**src/rtl/dst_pkg.sv**
```systemverilog
package dst_pkg;
  localparam int FW = 8;
  localparam int NF = 5;
  localparam int F_SEC  = 0;
  localparam int F_MIN  = 1;
  localparam int F_HR   = 2;
  localparam int F_DATE = 3;
  localparam int F_MON  = 4;

  function automatic logic [FW-1:0] to_plain(input logic [FW-1:0] v, input logic is_bin);
    logic [FW-1:0] tens;
    tens = {4'd0, v[7:4]};
    return is_bin ? v : (tens * 8'd10 + {4'd0, v[3:0]});
  endfunction

  function automatic logic [FW-1:0] to_coded(input logic [FW-1:0] v, input logic is_bin);
    logic [FW-1:0] t;
    logic [FW-1:0] u;
    t = v / 8'd10;
    u = v % 8'd10;
    return is_bin ? v : {t[3:0], u[3:0]};
  endfunction

  function automatic logic [FW-1:0] hour_byte(input logic [FW-1:0] v, input logic is_bin,
                                              input logic h24, input logic pm);
    logic [FW-1:0] c;
    c = to_coded(v, is_bin);
    return h24 ? c : {pm, c[6:0]};
  endfunction
endpackage

```
**src/rtl/dst_field_decode.sv**
```systemverilog
module dst_field_decode
  import dst_pkg::*;
(
  input  logic          bin_mode,
  input  logic          hr24,
  input  logic [FW-1:0] raw [NF],
  output logic [FW-1:0] val [NF],
  output logic          pm
);
  logic [FW-1:0] src [NF];

  always_comb begin
    for (int i = 0; i < NF; i++) src[i] = raw[i];
    if (!hr24) src[F_HR] = {1'b0, raw[F_HR][6:0]};
  end

  assign pm = !hr24 && raw[F_HR][7];

  genvar g;
  generate
    for (g = 0; g < NF; g++) begin : g_dec
      assign val[g] = to_plain(src[g], bin_mode);
    end
  endgenerate
endmodule

```
**src/rtl/dst_rule_match.sv**
```systemverilog
module dst_rule_match
  import dst_pkg::*;
#(
  parameter int SUNDAY     = 1,
  parameter int SPRING_MON = 4,
  parameter int FALL_MON   = 10,
  parameter int FIRST_WK_END = 7,
  parameter int LAST_WK_BEG  = 25,
  parameter int MONTH_END    = 31,
  parameter int TRIG_HOUR    = 1
) (
  input  logic [FW-1:0] val [NF],
  input  logic          pm,
  input  logic [FW-1:0] dow,
  output logic          at_trigger,
  output logic          spring_day,
  output logic          fall_day
);
  localparam logic [FW-1:0] LAST_SEC = FW'(59);
  logic sunday;

  assign sunday = (dow == FW'(SUNDAY));
  assign at_trigger = (val[F_SEC] == LAST_SEC) && (val[F_MIN] == LAST_SEC) &&
                      (val[F_HR] == FW'(TRIG_HOUR)) && !pm;
  assign spring_day = sunday && (val[F_MON] == FW'(SPRING_MON)) &&
                      (val[F_DATE] >= FW'(1)) && (val[F_DATE] <= FW'(FIRST_WK_END));
  assign fall_day = sunday && (val[F_MON] == FW'(FALL_MON)) &&
                    (val[F_DATE] >= FW'(LAST_WK_BEG)) && (val[F_DATE] <= FW'(MONTH_END));
endmodule

```
**src/rtl/dst_once_guard.sv**
```systemverilog
module dst_once_guard (
  input  logic clk,
  input  logic rst_n,
  input  logic fall_day,
  input  logic fire_back,
  output logic done_q
);
  always_ff @(posedge clk) begin
    if (!rst_n)          done_q <= 1'b0;
    else if (!fall_day)  done_q <= 1'b0;
    else if (fire_back)  done_q <= 1'b1;
  end
endmodule

```
**src/rtl/dst_adjuster.sv**
```systemverilog
module dst_adjuster
  import dst_pkg::*;
#(
  parameter int FWD_HOUR  = 3,
  parameter int BACK_HOUR = 1
) (
  input  logic          clk,
  input  logic          rst_n,
  input  logic          upd_stb,
  input  logic          inhibit,
  input  logic          dst_en,
  input  logic          bin_mode,
  input  logic          hr24,
  input  logic [FW-1:0] sec_i,
  input  logic [FW-1:0] min_i,
  input  logic [FW-1:0] hour_i,
  input  logic [FW-1:0] dow_i,
  input  logic [FW-1:0] date_i,
  input  logic [FW-1:0] month_i,
  output logic          jump_fwd,
  output logic          fall_back,
  output logic [FW-1:0] hour_out
);
  logic [FW-1:0] raw [NF];
  logic [FW-1:0] val [NF];
  logic pm, at_trigger, spring_day, fall_day, done_q;
  logic armed, fire_fwd, fire_back;

  assign raw[F_SEC]  = sec_i;
  assign raw[F_MIN]  = min_i;
  assign raw[F_HR]   = hour_i;
  assign raw[F_DATE] = date_i;
  assign raw[F_MON]  = month_i;

  dst_field_decode u_dec (
    .bin_mode(bin_mode), .hr24(hr24), .raw(raw), .val(val), .pm(pm)
  );

  dst_rule_match u_match (
    .val(val), .pm(pm), .dow(dow_i),
    .at_trigger(at_trigger), .spring_day(spring_day), .fall_day(fall_day)
  );

  assign armed     = upd_stb && !inhibit && dst_en && at_trigger;
  assign fire_fwd  = armed && spring_day;
  assign fire_back = armed && fall_day && !done_q;

  dst_once_guard u_guard (
    .clk(clk), .rst_n(rst_n), .fall_day(fall_day), .fire_back(fire_back), .done_q(done_q)
  );

  always_ff @(posedge clk) begin
    if (!rst_n) begin
      jump_fwd  <= 1'b0;
      fall_back <= 1'b0;
      hour_out  <= '0;
    end else begin
      jump_fwd  <= fire_fwd;
      fall_back <= fire_back;
      if (fire_fwd)       hour_out <= hour_byte(FW'(FWD_HOUR), bin_mode, hr24, 1'b0);
      else if (fire_back) hour_out <= hour_byte(FW'(BACK_HOUR), bin_mode, hr24, 1'b0);
      else                hour_out <= '0;
    end
  end
endmodule

```
**config.mk**
```make
export PLATFORM = sky130hd
export DESIGN_NAME = dst_adjuster
export DESIGN_NICKNAME = d
export VERILOG_FILES = /design/src/rtl/dst_pkg.sv /design/src/rtl/dst_field_decode.sv /design/src/rtl/dst_rule_match.sv /design/src/rtl/dst_once_guard.sv /design/src/rtl/dst_adjuster.sv
export SDC_FILE = /design/constraint.sdc
export NUM_CORES = 1
export LEC_CHECK = 0
export CORE_ASPECT_RATIO = 1.5
export CORE_MARGIN = 3
export CORE_UTILIZATION = 41
export CTS_CLUSTER_SIZE = 30
export DETAILED_ROUTE_END_ITERATION = 8
export PLACE_DENSITY = 0.79
export SYNTH_ARGS = -nofsm -noshare
export SYNTH_HDL_FRONTEND = slang
export SYNTH_SLANG_ARGS = --single-unit
```
**constraint.sdc**
```tcl
create_clock -name clk -period 2.6 [get_ports clk]
set_input_delay 0.52 -clock clk [delete_from_list [all_inputs] [get_ports clk]]
set_output_delay 0.52 -clock clk [all_outputs]
set_load 0.01 [all_outputs]
```
==> impl_metrics.yaml <==
status:
  status: "finished with violations"
  failed_checks: "setup timing"
layout:
  finalNonFillerCells: 358
  fill_cells: 195
  seq_area_um2: 80.08
  area.growth.synth_to_final_pct: 89.47
  diodes: 0
  fin_util_pct: 82.71
  layout-drive-gt1-share_pct: 43.81
  final_nets: 416
  multi_input_comb_area_um2: 1907
  postLayoutCellArea_um2: 3129
clock_tree:
  htree_levels: 1
  clockBufferDepth: 2
  insertion_delay_ps: 230
  cts_root_buf: "clkbuf_8"
  cts_sinks: 4
  clk_pin_slew_ps: 30
  tritoncts: "done"
  cts_buffers: 3
  cts_hold_buf: 0
grt:
  grtUsageMet2_pct: 49.18
  groute.usage.overall_pct: 24.90
  top_usage_layer: "met2"
  grt_pass1_vias: 2214
  grt_max_degree: 16
  antenna_found_initial: 0
  met1_usage_pct: 24.98
  grt_pass1_wl_um: 9653
  gr-total-overflow: 0
  met3_usage_pct: 2.477
logic_synthesis:
  ys_warn_count: 0
  synth.avg_cell_area_um2: 8.258
  netlist_instances: 200
  ys.flop_type: "dfxtp_1"
  synth_area_um2: 1652
  async_flop_share_pct: 0
  synth.distinct_cells: 48
  synth_enable_flop_cells: 0
  yosysSeqAreaShare_pct: 4.848
  ys_ff_latch: 4
sta:
  slew_viol_final: 0
  finalClockSkew_ps: 1.184
  hold_ws_ps: 512.3
  fmaxAchievable_mhz: 376.0
  hold_violations: 0
  rsz0062_at_grt: "true"
  finalSetupViolCount: 3
  min_period_ps: 2659
  period_share_pct: 102.3
  setup_ws_ps: -59.30
floorplan:
  fp.coreArea_um2: 3784
  dieArea_um2: 4841
  initial_utilization_pct: 43.65
  die_h_um: 83.73
  die_w_um: 57.82
  ioPinCount: 65
  rows: 27
placement:
  dpl.cell_count: 343
  io_buffers: 58
  dpl_cell_area_um2: 2590
  globalplace.congestion: 0.8089
  dpl.hpwl_um: 3984
power:
  power_density_nw_per_um2: 264.5
  p_leak_uw: 0.001377
  p_sw_share_pct: 40.40
  p_sw_uw: 334.4
  p_int_uw: 493.2
  peakVddDrop_uv: 233.1
  power_frac_clock_pct: 17.0
  seqPwrFrac_pct: 7.5
  p_comb_share_pct: 75.5
detailed_routing:
  dr.pass1.iters: 4
  wl_per_cell_um: 18.14
  drt_wl_total_um: 6495
  num_vias: 2094
  vias_per_cell: 5.849
  drc: 0
  ant_nets: 0
  first_iter_violations: 81
critical_path:
  r2r_start: "u_guard.done_q$_SDFFE_PN0P_"
  rrSetupSlack_ps: 1910
  critPathMaxFanout: 3
  cp.required_ps: 2770
  rr_endpoint: "fall_back$_SDFF_PN0_"
  start_kind: "primary input"
  critical_path_arrival_ps: 2830
  cp-end-kind: "register"
  path_class: "in -> reg"
  r2r_cells: 2
min_path:
  hp-start: "u_guard.done_q$_SDFFE_PN0P_"
  hp-class: "reg -> reg"
  hold-path-cell-count: 1
  min_to: "u_guard.done_q$_SDFFE_PN0P_"
job:
  drv_cap: 0
## synthesized netlist by cell type, types with 2 or more instances
| library cell | number | share of area, % |
|---|---|---|
| a211o_1 | 2 | 1.1 |
| a211oi_1 | 2 | 0.91 |
| a21o_1 | 6 | 2.7 |
| a21oi_1 | 10 | 3.0 |
| a31oi_1 | 3 | 1.1 |
| a32oi_1 | 2 | 1.1 |
| and2_1 | 2 | 0.76 |
| buf_4 | 7 | 3.2 |
| dfxtp_1 | 4 | 4.8 |
| fa_1 | 10 | 12 |
| ha_1 | 34 | 26 |
| inv_1 | 17 | 3.9 |
| nand2_1 | 10 | 2.3 |
| nand2b_1 | 3 | 1.1 |
| nand3_1 | 2 | 0.61 |
| nand3b_1 | 2 | 0.91 |
| nand4_1 | 5 | 1.9 |
| nand4b_1 | 2 | 1.1 |
| nor2_1 | 14 | 3.2 |
| nor2b_1 | 3 | 1.1 |
| nor4_1 | 2 | 0.76 |
| nor4b_1 | 3 | 1.6 |
| o21a_1 | 2 | 0.91 |
| o21ai_0 | 11 | 3.3 |
| o21ai_1 | 2 | 0.61 |
| o22ai_1 | 5 | 1.9 |
| or4_1 | 2 | 0.91 |
| xnor2_1 | 8 | 4.2 |
| xor2_1 | 6 | 3.2 |
## per-stage QoR
| stage | setup TNS, ps | setup slack [ps] | power (µW) |
|---|---|---|---|
| floorplan | 0 | 37.81 | 297.7 |
| global placement | -2257 | -589.9 | 499.8 |
| detailed placement | -2723 | -729.5 | 512.9 |
| CTS | 0 | 1.249 | 736.4 |
| global route | -422.8 | -129.8 | 873.9 |
| finish | -135.7 | -59.30 | 827.6 |
## cell usage in the layout (no fill, tap or decap), types with 7 or more instances in the layout
cell type	instances
nand2_1	9
clkdlybuf4s50_1	30
o21ai_0	7
nor2_1	11
buf_6	8
fa_2	7
a21oi_1	9
buf_4	53
ha_4	13
inv_1	15
buf_2	7
ha_1	15
## what timing repair did
item / in CTS / in global routing
buffers inserted: 5 / 7
setup endpoints to repair: 4 / 4
pin swaps: 45 / 40
resized for setup: 129 / 44
## per-layer routing
layer,up-vias,wire length [µm]
met4,0,332
met3,35,245
met2,96,3713
met5,-,0
met1,994,2204
li1,969,-
## worst max-delay path: stages
cell,delay [ps]
clkdlybuf4s50_1,450
or4_4,440
or4_4,530
o41ai_4,310
o2111ai_4,210
nor3_4,200
and2_1,160
## state kept, by name, summed over array words and instances (netlist names)
register / flops
hour_out: 1
fall_back: 1
u_guard.done_q: 1
jump_fwd: 1
## kinds of logic after synthesis
| group | share of synthesized area, % |
|---|---|
| xor+xnor | 7.424 |
| flops | 4.849 |
| other cells | 0.2271 |
| buf+inv | 7.499 |
| simple gates | 20.38 |
| compound gates | 21.74 |
| fa+ha+maj | 37.88 |
## final cells by class
type                            instances  share of cell area (%)
Multi-Input combinational cell        175                   60.94
Timing Repair Buffer                  116                   31.35
Sequential cell                         4                   2.559
Inverter                               17                   2.119
Tap cell                               43                   1.719
Clock buffer                            3                   1.319
## how the worst max path moves through the flow
stage | start | endpoint | depth (start not counted)
6_report | hour_i[3] | fall_back$_SDFF_PN0_ | 7
5_1_grt | date_i[2] | fall_back$_SDFF_PN0_ | 11
4_1_cts | hr24 | fall_back$_SDFF_PN0_ | 11
3_5_place_dp | hour_i[7] | fall_back$_SDFF_PN0_ | 11
3_3_place_gp | date_i[5] | jump_fwd$_SDFF_PN0_ | 11
2_1_floorplan | month_i[5] | jump_fwd$_SDFF_PN0_ | 10
## power by group through the flow
stage	combinational [µW]	clock (µW)	sequential [µW]
CTS	541	134	61.8
global route	672	140	61.8
global placement	437	0	62.6
finish	625	141	61.8
detailed placement	450	0	62.6
floorplan	235	0	62.6
No activity file was read; power rests on OpenSTA's default activity.
